===== src/rtl/sr_gate_seq.sv =====
module sr_gate_seq #(
  parameter int CNT_W     = 16,
  parameter int FILT      = 40,
  parameter int ANT_FWD   = 4,
  parameter int ANT_FW_S  = 15,
  parameter int ANT_FW_M  = 30,
  parameter int ANT_FW_L  = 45,
  parameter int MIN_ON_FW = 50,
  parameter int SHUT_PCT  = 13,
  parameter int WAKE_PCT  = 14
) (
  input  logic       clk,
  input  logic       rst_n,
  input  logic       sync_in,
  input  logic       supply_ok,
  input  logic       inhibit,
  input  logic [1:0] ant_sel,
  input  logic       duty_bypass,
  output logic       gate_fwd,
  output logic       gate_fw
);
  localparam int FLT_W = $clog2(FILT) + 1;
  localparam logic [CNT_W-1:0] PH_TOP = {CNT_W{1'b1}} - 1'b1;

  logic             lvl, seen, hi_ok, lo_ok, shut;
  logic [FLT_W-1:0] flt_cnt;
  logic [CNT_W-1:0] ph_cnt, hi_meas, lo_meas, len_now;
  logic [31:0]      age, ant_fw, per_len, hi_x100;
  logic             flip, armed, duty_low, duty_ok;

  assign flip     = (sync_in != lvl) && (flt_cnt == FLT_W'(FILT - 1));
  assign len_now  = ph_cnt + 1'b1;
  assign age      = 32'(ph_cnt);
  assign armed    = hi_ok && lo_ok && !shut && supply_ok;
  assign per_len  = 32'(hi_meas) + 32'(len_now);
  assign hi_x100  = 32'(hi_meas) * 32'd100;
  assign duty_low = hi_x100 < per_len * 32'(SHUT_PCT);
  assign duty_ok  = hi_x100 >= per_len * 32'(WAKE_PCT);

  always_comb begin
    case (ant_sel)
      2'd0:    ant_fw = 32'(ANT_FW_S);
      2'd1:    ant_fw = 32'(ANT_FW_M);
      default: ant_fw = 32'(ANT_FW_L);
    endcase
  end

  assign gate_fwd = armed && lvl && (age + 32'(ANT_FWD) < 32'(hi_meas));
  assign gate_fw  = armed && !lvl && (age + ant_fw < 32'(lo_meas)) &&
                    (!inhibit || age < 32'(MIN_ON_FW));

  always_ff @(posedge clk or negedge rst_n) begin
    if (!rst_n) begin
      lvl     <= 1'b0;
      flt_cnt <= '0;
      ph_cnt  <= '0;
      hi_meas <= '0;
      lo_meas <= '0;
      seen    <= 1'b0;
      hi_ok   <= 1'b0;
      lo_ok   <= 1'b0;
      shut    <= 1'b0;
    end else begin
      if (sync_in == lvl || flip) flt_cnt <= '0;
      else                        flt_cnt <= flt_cnt + 1'b1;

      if (flip) begin
        lvl    <= ~lvl;
        ph_cnt <= '0;
      end else if (ph_cnt != PH_TOP) begin
        ph_cnt <= ph_cnt + 1'b1;
      end

      if (!supply_ok) begin
        seen  <= 1'b0;
        hi_ok <= 1'b0;
        lo_ok <= 1'b0;
        shut  <= 1'b0;
      end else if (flip) begin
        seen <= 1'b1;
        if (lvl) begin
          hi_meas <= len_now;
          if (seen) hi_ok <= 1'b1;
        end else begin
          lo_meas <= len_now;
          if (seen) lo_ok <= 1'b1;
          if (hi_ok) begin
            if (duty_bypass)   shut <= 1'b0;
            else if (duty_low) shut <= 1'b1;
            else if (duty_ok)  shut <= 1'b0;
          end
        end
      end
    end
  end

  p_exclusive_r11: assert property (@(posedge clk) disable iff (!rst_n)
    !(gate_fwd && gate_fw));

  p_supply_block_r10: assert property (@(posedge clk) disable iff (!rst_n)
    !supply_ok |-> (!gate_fwd && !gate_fw));

  p_unmeasured_off_r1: assert property (@(posedge clk) disable iff (!rst_n)
    !(hi_ok && lo_ok) |-> (!gate_fwd && !gate_fw));

  p_filter_hold_r6: assert property (@(posedge clk) disable iff (!rst_n)
    (lvl != $past(lvl)) |-> ($past(flt_cnt) == FLT_W'(FILT - 1) && $past(sync_in) == lvl));

  p_shut_at_rise_r8: assert property (@(posedge clk) disable iff (!rst_n)
    (shut && !$past(shut)) |-> ($past(flip) && !$past(lvl) && !$past(duty_bypass)));

  p_shut_blocks_r8: assert property (@(posedge clk) disable iff (!rst_n)
    shut |-> (!gate_fwd && !gate_fw));
endmodule


===== config.mk =====
export PLATFORM = sky130hd
export DESIGN_NAME = sr_gate_seq
export DESIGN_NICKNAME = d
export VERILOG_FILES = /design/src/rtl/sr_gate_seq.sv
export SDC_FILE = /design/constraint.sdc
export NUM_CORES = 1
export LEC_CHECK = 0
export CAP_MARGIN = 40
export CORE_AREA = 2 2 193 147
export CTS_CLUSTER_SIZE = 30
export DETAILED_ROUTE_END_ITERATION = 6
export DIE_AREA = 0 0 195 149
export SETUP_SLACK_MARGIN = 0.3
export SYNTH_ARGS = -nofsm -noshare
export SYNTH_HDL_FRONTEND = slang
export SYNTH_SLANG_ARGS = --single-unit

===== constraint.sdc =====
create_clock -name clk -period 16.6 [get_ports clk]
set_input_delay 4.98 -clock clk [delete_from_list [all_inputs] [get_ports clk]]
set_output_delay 4.98 -clock clk [all_outputs]
set_load 0.01 [all_outputs]

# After elaboration in Yosys (flattened, before gate mapping)
# Cells that the tools add are included.
# totals
in_bits	8
register_bits	60
out_inout_bits	2
# op_classes
eq_ne	11
bitwise	1
mul	3
n_addsub	5
n_reduce_logical	21
magnitude_cmp	5
muxes	20
# ops
cell	count
16-bit by 32-bit adder with 32-bit output	1
32-bit by 16-bit < comparator with 1-bit output	1
16-bit two-way mux	2
23-bit by 21-bit greater-or-equal comparator with 1-bit output	1
23-bit by 21-bit < comparator with 1-bit output	1
16-bit by 5-bit multiplier with 21-bit output, second input constant	1
17-bit by 4-bit multiplier with 21-bit output, second input constant	1
17-bit by 3-bit multiplier with 20-bit output, second input constant	1
16-bit by 16-bit adder with 17-bit output	1
16-bit by 3-bit adder with 17-bit output, second input constant	1
17-bit by 16-bit < comparator with 1-bit output	1
16-bit by 1-bit adder with 16-bit output, second input constant	1
16-bit by 6-bit < comparator with 1-bit output, second input constant	1
1-bit two-way mux	16
16-bit inequality test, second input constant	1
6-bit one-hot mux with 2 select lines	1
3-bit AND reduction	4
1-bit logical AND	9
2-bit by 1-bit inequality test with 1-bit output, second input constant	4
7-bit by 1-bit adder with 7-bit output, second input constant	1
7-bit by 6-bit equality test with 1-bit output, second input constant	1
7-bit two-way mux	1
4-bit by 1-bit inequality test with 1-bit output, second input constant	1
4-bit AND reduction	1
9 further kinds	12

# Depth between registers and ports, before layout
# Gate-level depths: netlist of run 1.
# depth
word_depth	11
mapped_depth	34

# Worst setup path after synthesis of run 1
# Ideal clock, no wire load.
# synth_path
path_type	input-to-output
from	input port ant_sel[1]
to	output port gate_fw
stages	18
setup_slack_ps	4208
t_required_ps	11620
t_arrival_ps	7412
path_cell_list	inv_1 > nand2_1 > ha_1 > a211o_1 > nand2b_1 > a21oi_1 > o21bai_1 > nand2_1 > nor2_1 > xor2_1 > ha_1 > a21oi_1 > nor2b_1 > o21ai_0 > nand3_1 > a31oi_1 > o21ai_1 > a21oi_1
# synth_between
elab_chain_len	6
word_cells_on_any_way	7
classes_between	1 x add/sub; 1 x order compare; 1 x eq/ne; 1 x mux; 3 x reduce/logical
# synth_lines
item	line	text
start: declaration	17	input logic [1:0] ant_sel,
2-bit by 1-bit equality test with 1-bit output or 2-bit logical NOT (tied branches)	41	case (ant_sel)
6-bit one-hot mux with 2 select lines (*)	41	
16-bit by 32-bit adder with 32-bit output (*)	49	assign gate_fw = armed && !lvl && (age + ant_fw < 32'(lo_meas)) &&
32-bit by 16-bit < comparator with 1-bit output (*)	49	
1-bit logical AND (*) (2 in series)	49	
end: declaration	20	output logic gate_fw
# Mark *: on every way between the ends. The rest lies on a longest branch, timed or not.

# Final worst setup path of run 1
# Same ends and word-level chain as after synthesis.

==> results of run 1 <==
[worst max-delay path, stage by stage]
cell,delay (ns)
clkdlybuf4s50_1,0.56
inv_1,0.09
ha_1,0.29
a211o_1,0.27
nand2b_1,0.16
a21oi_1,0.24
o21bai_1,0.17
nand2_1,0.16
nor2_1,0.08
xor2_1,0.14
ha_1,0.29
a21oi_1,0.13
nor2b_1,0.05
o21ai_0,0.15
nand3_1,0.09
a31oi_1,0.16
o21ai_1,0.08
a21oi_1,0.15
clkdlybuf4s50_1,0.55
[through the flow]
stage / cell area, sq um / util (%) / hold WS [ns] / setup WS, ns
3_5_place_dp: 9880 / 36.0 / 0.476 / 2.82
4_1_cts: 10100 / 36.9 / 0.487 / 2.82
6_report: 10100 / 36.9 / 0.487 / 2.83
3_3_place_gp: 9850 / 35.9 / 0.472 / 2.92
5_1_grt: 10100 / 36.9 / 0.515 / 2.53
2_1_floorplan: 9400 / - / 0.455 / 4.21
[state kept, by name, indices dropped and copies added (netlist names)]
signal	cells
ph_cnt	16
shut	1
flt_cnt	7
lo_ok	1
hi_meas	16
lo_meas	16
hi_ok	1
seen	1
lvl	1
[cell usage in the layout, fill, tap and decap left out, types with 28 or more instances in the layout]
cell,netlist,layout
ha_1,204,204
inv_1,145,145
a21oi_1,98,98
nand2_1,84,84
nor2_1,72,72
xnor2_1,60,60
dfrtp_1,60,60
xor2_1,48,48
o21ai_1,40,40
fa_1,39,39
o21ai_0,28,28
[final cells by class]
type | count | area, sq um | share of cell area (%)
Tap cell | 357 | 447 | 4.41
Clock inverter | 3 | 15.0 | 0.148
Inverter | 150 | 563 | 5.56
Sequential cell | 60 | 1500 | 14.8
Clock buffer | 11 | 243 | 2.40
Multi-Input combinational cell | 884 | 7240 | 71.4
Timing Repair Buffer | 13 | 130 | 1.28
[routing by layer]
metal	track usage (%)	part of all wire, %	vias to the layer above
met5	0	0	-
met4	1.45	0.14	0
li1	-	-	3848
met2	22.2	40	83
met1	23.9	57	3479
met3	2.10	2.7	2
[final timing paths]
kind | startpoint | end
worst max register to register | ph_cnt[2] | shut
min in group asynchronous | rst_n | lo_meas[0]
worst min-delay path | lo_ok | lo_ok
worst min register to register | lo_ok | lo_ok
max in group asynchronous | rst_n | flt_cnt[1]
worst max-delay path | ant_sel[1] | gate_fw
[cell families (layout without fill, tap and decap cells)]
family / count (synthesis) / in the layout / share of synthesized area [%]
AOI/OAI and AO/OA: 266 / 266 / 17.6
xor gates and xnor gates: 109 / 109 / 10.2
adders and majority gates: 243 / 243 / 35.5
buffers and inverters: 176 / 177 / 7.07
DFF: 60 / 60 / 16.0
muxes: 2 / 2 / 0.226
and+or+nand+nor: 264 / 264 / 13.5
==> results.yml, run 1 <==
placement:
  place.gp.congestion: 0.868
  dpl.cell_count: 1464
  dp_hpwl_microns: 17600
  portBuffers: 9
setup_path:
  path_max_fanout: 3
  cp.arrival_ns: 8.79
  reg2reg_slack_ns: 8.01
  crit_path_end_kind: "output port"
  startpoint_type: "input port"
  path_class: "input port to output port"
  r2r_cells: 28
  required_ns: 11.62
timing:
  fin_crit_ns: 13.77
  maxSlewHeadroom_pct: 42.2
  tightest_slew_ns: 0.859
  slew_viol_final: 0
  rsz0062_at_grt: "no"
  period_share_pct: 83.0
  clock_skew_ns: 0.00453
  tns_ns: 0
  final-setup-viol-count: 0
  fmax_mhz: 72.6
  hold_viol_final: 0
clocking:
  ctsHoldBuffers: 0
  cts_max_level: 3
  clock_latency_ns: 0.33
  cts.sinks: 60
  post-cts-setup-buffers: 0
  cts_root_buf: "clkbuf_16"
  cts_resized: 0
  cts_tree: "done"
  clk_path_buf_depth: 2
  numCtsBuffers: 9
  clk_pin_slew_ns: 0.05
route:
  drt-initial-drc-count: 341
  wl_microns: 20900
  drc: 0
  drtAntennaViolNets: 0
  routed_via_density: 5.01
  dr.pass1.iters: 5
  drt-wirelength-per-cell_microns: 14.1
  vias: 7412
floorplanning:
  die_w_microns: 195
  num_io_pins: 10
  start_util_pct: 34.2
  die_area_sq_um: 29100
  dieHeight_microns: 149
  coreArea_sq_um: 27500
  row_count: 53
logic_synthesis:
  synth_edf_count: 0
  synth_most_common_cell: "ha_1"
  synth_top_flop_cell: "dfrtp_1"
  yosys-top-cells-count: "ha_1, inv_1, a21oi_1"
  synth_nets: 1371
  synth_cell_types: 70
  synth_top_area_cell: "ha_1"
  synth_area_sq_um: 9400
  synth-seq-cells: 60
  synth.area.top_cells: "ha_1, dfrtp_1, fa_1"
  synth.top_cell.area_share_pct: 27.1
  yosysSeqAreaShare_pct: 16.0
  netlist_instances: 1120
  yosysWarnings: 0
  syn_area_per_cell_sq_um: 8.39
  async_reset_ff_share_pct: 100
cells_and_area:
  nFillCells: 2907
  nNetsFinal: 1369
  num_antenna_cells: 0
  drive_gt1_share_pct: 3.30
  area_delta_synth_final_pct: 7.80
  fin_cells: 1478
run:
  max_cap_viol_count: 0
global_routing:
  grt_pass1_wl_microns: 36100
  antenna_found_initial: 0
  grt_use_total_pct: 15.1
  grt_max_degree: 61
  gr-total-overflow: 0
  grt_pass1_vias: 7240
worst_hold_path:
  hp-class: "flip-flop to flip-flop"
  hold_depth: 2
outcome:
  status: "finished, final reports clean"
Power of run 1 is not shown: default switching activity piles up to over one toggle a cycle in this logic, so the estimate is an artifact.
==> run 2, diff against run 1 <==
==> constraint.sdc (replaced) <==
create_clock -name clk -period 13.5 [get_ports clk]
set_input_delay 4.05 -clock clk [delete_from_list [all_inputs] [get_ports clk]]
set_output_delay 4.05 -clock clk [all_outputs]
set_load 0.01 [all_outputs]
==> run 2 against run 1 <==
Sequential cell count is the same. Count of clock-buffer cells in the layout decreased by 2. Die area is the same. Clock skew hardly changed. Critical path type unchanged. Largest cell class unchanged. Final cell count increased by 0.14%. Routed wire length fell by 0.80%. Critical path depth unchanged. Register-to-register slack worse by 3.2 ns. First-iteration DRC count shrank 5.9%.
==> results.yml, run 2 (same netlist as run 1, synthesis figures left out) <==
outcome:
  status: "finished, final reports clean"
cells_and_area:
  biggestRegsByFlops: "hi_meas: 16 flops, lo_meas: 16 flops, ph_cnt: 16 flops"
  ff_latch_area_sq_um: 1500
  drive_gt1_share_pct: 3.56
  num_antenna_cells: 0
  final_cell_mix: "ha_1, inv_1, a21oi_1, nand2_1, nor2_1"
  nNetsFinal: 1369
  nFillCells: 2843
  area_delta_synth_final_pct: 9.18
  multi_input_area_sq_um: 7240
  layout_commonest_cell: "ha_1"
clocking:
  ctsHoldBuffers: 0
  post-cts-setup-buffers: 0
  cts_max_level: 3
  cts_root_buf: "clkbuf_16"
  cts.sinks: 60
  cts_tree: "done"
  numCtsBuffers: 9
  clk_pin_slew_ns: 0.05
  clock_latency_ns: 0.33
  cts_resized: 0
  clk_path_buf_depth: 2
timing:
  clock_skew_ns: 0.00470
  fmax_mhz: 84.1
  period_share_pct: 88.0
  maxSlewHeadroom_pct: 37.1
  tns_ns: 0
  fin_crit_ns: 11.89
  rsz0062_at_grt: "no"
  slew_viol_final: 0
  final-setup-viol-count: 0
  tightest_slew_ns: 0.934
  hold_viol_final: 0
global_routing:
  grt_pass1_wl_microns: 36000
  antenna_found_initial: 0
  gr-total-overflow: 0
  grt_pass1_vias: 7150
  grt_max_degree: 61
  grt_use_total_pct: 15.0
route:
  dr.pass1.iters: 6
  drc: 0
  wl_microns: 20700
  drt-wirelength-per-cell_microns: 14.0
  vias: 7368
  drt-initial-drc-count: 321
  drtAntennaViolNets: 0
  routed_via_density: 4.98
setup_path:
  path_class: "input port to output port"
  cp_cell_sequence: "clkdlybuf4s50_1, inv_1, ha_1, a211o_1, nand2b_1, a21oi_1, o21bai_1, nand2_1, nor2_1, xor2_1, ha_1, a21oi_1, nor2b_1, o21ai_0, nand3_1, a31oi_1, o21ai_1, a21oi_1, clkdlybuf4s50_1"
  cp.arrival_ns: 7.84
  required_ns: 9.45
  crit_top_cell: "a21oi_1"
  startpoint_type: "input port"
  path_max_fanout: 3
  crit_path_end_kind: "output port"
  reg2reg_slack_ns: 4.79
  critical_path.slowest_cell: "clkdlybuf4s50_1"
  r2r_cells: 28
  cpPeakStageDelay_ns: 0.55
worst_hold_path:
  hold_depth: 2
  hp-class: "flip-flop to flip-flop"
placement:
  portBuffers: 9
  dp_hpwl_microns: 17500
  place.gp.congestion: 0.847
floorplanning:
  die_w_microns: 195
  dieHeight_microns: 149
  coreArea_sq_um: 27500
  row_count: 53
  num_io_pins: 10
  start_util_pct: 34.2
  die_area_sq_um: 29100
run:
  max_cap_viol_count: 0
==> run 2: cell count changes in the layout (fill, tap and decap cells not counted) <==
cell | previous run | this run
bufinv_16 | 0 | 5
clkbuf_1 | 1 | 0
clkbuf_8 | 1 | 0
clkinv_2 | 3 | 1
clkinvlp_4 | 0 | 1
==> run 2: worst max-delay path, delay by kind of cell <==
kind            cells  cell delay, ns
simple gates        5            0.53
xor+xnor            1            0.14
compound gates      8            1.33
buf+inv             3            1.18
fa+ha+maj           2            0.59
==> run 2: area by class of cell <==
type | instances | share of cell area (%)
clock inverter | 7 | 1.58
sequential | 60 | 14.6
clock buffer | 9 | 2.19
inverter | 150 | 5.49
timing repair buffer | 13 | 1.27
tap | 357 | 4.35
multi-input combinational | 884 | 70.5
==> run 2: metrics by stage <==
step	instances	setup slack, ns	instance area [sq um]	utilization (%)	hold slack [ns]
final	1480	1.61	10300	37.4	0.484
after global routing	1480	1.32	10300	37.4	0.520
after CTS	1480	1.61	10300	37.4	0.487
after detailed placement	1464	1.62	9880	36.0	0.476
after global placement	1462	1.70	9850	35.9	0.471
after floorplan	1120	2.97	9400	-	0.455
==> run 2: routing by layer <==
metal | wire [microns] | share of wire (%) | up-vias | GRT usage (%)
li1 | - | - | 3841 | -
met1 | 11600 | 56 | 3409 | 23.6
met2 | 8330 | 40 | 114 | 22.2
met3 | 715 | 3.5 | 4 | 2.31
met4 | 35 | 0.17 | 0 | 1.26
met5 | 0 | 0 | - | 0
==> run 2: final timing paths <==
| check | from | to |
|---|---|---|
| min in group asynchronous | rst_n | lo_meas[0] |
| worst max-delay path | ant_sel[1] | gate_fw |
| worst max register to register | ph_cnt[2] | shut |
| worst min-delay path | lo_meas[7] | lo_meas[7] |
| worst min register to register | lo_meas[7] | lo_meas[7] |
| max in group asynchronous | rst_n | flt_cnt[6] |
Power of run 2 is left out for the same reason.
==> run 3, diff against run 2 <==
--- a/config.mk
+++ b/config.mk
@@ -6,10 +6,11 @@
 export NUM_CORES = 1
 export LEC_CHECK = 0
 export CAP_MARGIN = 40
-export CORE_AREA = 2 2 193 147
+export CORE_AREA = 2 2 137 206
 export CTS_CLUSTER_SIZE = 30
 export DETAILED_ROUTE_END_ITERATION = 6
-export DIE_AREA = 0 0 195 149
+export DIE_AREA = 0 0 139 208
+export GPL_TIMING_DRIVEN = 0
 export SETUP_SLACK_MARGIN = 0.3
 export SYNTH_ARGS = -nofsm -noshare
 export SYNTH_HDL_FRONTEND = slang
==> run 3 against run 2 <==
Maximum frequency decreased by 1.2%. Count of clock-buffer cells in the layout increased by 3. Routed wire length increased by 8.0%. Sequential share of layout area increased by 0.063 points. Non-clock buffer count increased by 22. Sequential cell count unchanged. Cell area decreased by 0.43%. Hold slack got worse by 0.0013 ns.
==> results.yml, run 3 (same netlist as run 1, synthesis figures left out) <==
outcome:
  status: "finished, final reports clean"
cells_and_area:
  area_delta_synth_final_pct: 8.72
  drive_gt1_share_pct: 3.32
  num_antenna_cells: 0
  layout_commonest_cell: "ha_1"
  final_cell_mix: "ha_1, inv_1, a21oi_1, nand2_1, nor2_1"
  nNetsFinal: 1391
  biggestRegsByFlops: "hi_meas: 16 flops, lo_meas: 16 flops, ph_cnt: 16 flops"
setup_path:
  startpoint_type: "input port"
  crit_path_end_kind: "output port"
  required_ns: 9.45
  path_class: "input port to output port"
  cpPeakStageDelay_ns: 0.57
  crit_top_cell: "a21oi_1"
  cp.arrival_ns: 7.99
  reg2reg_slack_ns: 4.62
  critical_path.slowest_cell: "clkdlybuf4s50_1"
  path_max_fanout: 3
  cp_cell_sequence: "clkdlybuf4s50_1, inv_1, ha_1, a211o_1, nand2b_1, a21oi_1, o21bai_1, nand2_1, nor2_1, xor2_1, ha_1, a21oi_1, nor2b_1, o21ai_0, nand3_1, a31oi_1, o21ai_1, a21oi_1, clkdlybuf4s50_1"
global_routing:
  grt_pass1_vias: 7901
  gr-total-overflow: 0
  antenna_found_initial: 0
  grt_use_total_pct: 15.8
  grt_max_degree: 61
  grt_pass1_wl_microns: 37500
timing:
  slew_viol_final: 0
  period_share_pct: 89.2
  holdWs_ns: 0.483
  maxSlewHeadroom_pct: 43.3
  fmax_mhz: 83.1
  hold_viol_final: 0
  tightest_slew_ns: 0.844
  worst_slack_ns: 1.46
  final-setup-viol-count: 0
  clock_skew_ns: 0.0106
  tns_ns: 0
  fin_crit_ns: 12.04
  rsz0062_at_grt: "no"
clocking:
  post-cts-setup-buffers: 0
  cts_max_level: 3
  cts.sinks: 60
  cts_resized: 0
  cts_root_buf: "clkbuf_16"
  clk_path_buf_depth: 2
  ctsHoldBuffers: 0
  cts_tree: "done"
  numCtsBuffers: 9
  clock_latency_ns: 0.33
  clk_pin_slew_ns: 0.05
floorplanning:
  die_area_sq_um: 28900
  start_util_pct: 34.8
  dieHeight_microns: 208
  die_w_microns: 139
  num_io_pins: 10
  row_count: 74
  coreArea_sq_um: 27000
route:
  drt-initial-drc-count: 166
  routed_via_density: 5.10
  drt-wirelength-per-cell_microns: 15.0
  wl_microns: 22300
  drc: 0
  vias: 7589
  drtAntennaViolNets: 0
  dr.pass1.iters: 5
placement:
  place_ws_ns: 1.45
  dp_hpwl_microns: 19100
  portBuffers: 9
  place.gp.congestion: 0.908
worst_hold_path:
  hp-class: "flip-flop to flip-flop"
run:
  max_cap_viol_count: 0
## run 3: changes by cell type in the layout (fill, tap and decap cells not counted)
cell       delta
clkbuf_1     +22
buf_8         -2
buf_1         +2
buf_4         -1
clkbuf_8      +2
bufinv_16     -4
clkinv_2      +1
buf_2         +2
## run 3: per-layer routing
metal  vias to the layer above  track usage (%)  part of all wire, %
li1                       3891                -                    -
met1                      3584             17.0                   40
met2                        75             31.1                   55
met3                        39            0.967                 0.96
met4                         0             6.97                  4.1
met5                         -                0                    0
## run 3: final cells by class
| type | instances | area, sq um |
|---|---|---|
| plain buffers | 26 | 101 |
| clock buffers | 12 | 256 |
| clock inverters | 4 | 47.5 |
| fillers | 2858 | 16800 |
| inverters | 150 | 563 |
| multi-input cells | 884 | 7240 |
| flip-flops and latches | 60 | 1500 |
| well taps | 342 | 428 |
| repair buffers | 9 | 87.6 |
## run 3: worst max-delay path: cells and delay by family
family	cells	cell delay, ns
compound gates	8	1.40
buf+inv	3	1.23
fa+ha+maj	2	0.59
simple gates	5	0.56
xor+xnor	1	0.15
## run 3: stage by stage
stage | std cells | util, % | area, sq um
finish | 1487 | 37.8 | 10200
global placement | 1471 | 36.7 | 9920
detailed placement | 1471 | 36.7 | 9920
global route | 1487 | 37.8 | 10200
CTS | 1487 | 37.8 | 10200
floorplan | 1120 | - | 9400
## run 3: worst paths after layout
check                       startpoint          end  depth (start not counted)
max                         ant_sel[1]      gate_fw                         19
min                        lo_meas[13]  lo_meas[13]                          2
max reg2reg                  ph_cnt[2]         shut                         29
min reg2reg                lo_meas[13]  lo_meas[13]                          2
max in group asynchronous        rst_n   flt_cnt[6]                          1
min in group asynchronous        rst_n   hi_meas[0]                          1
Power of run 3 is left out for the same reason.
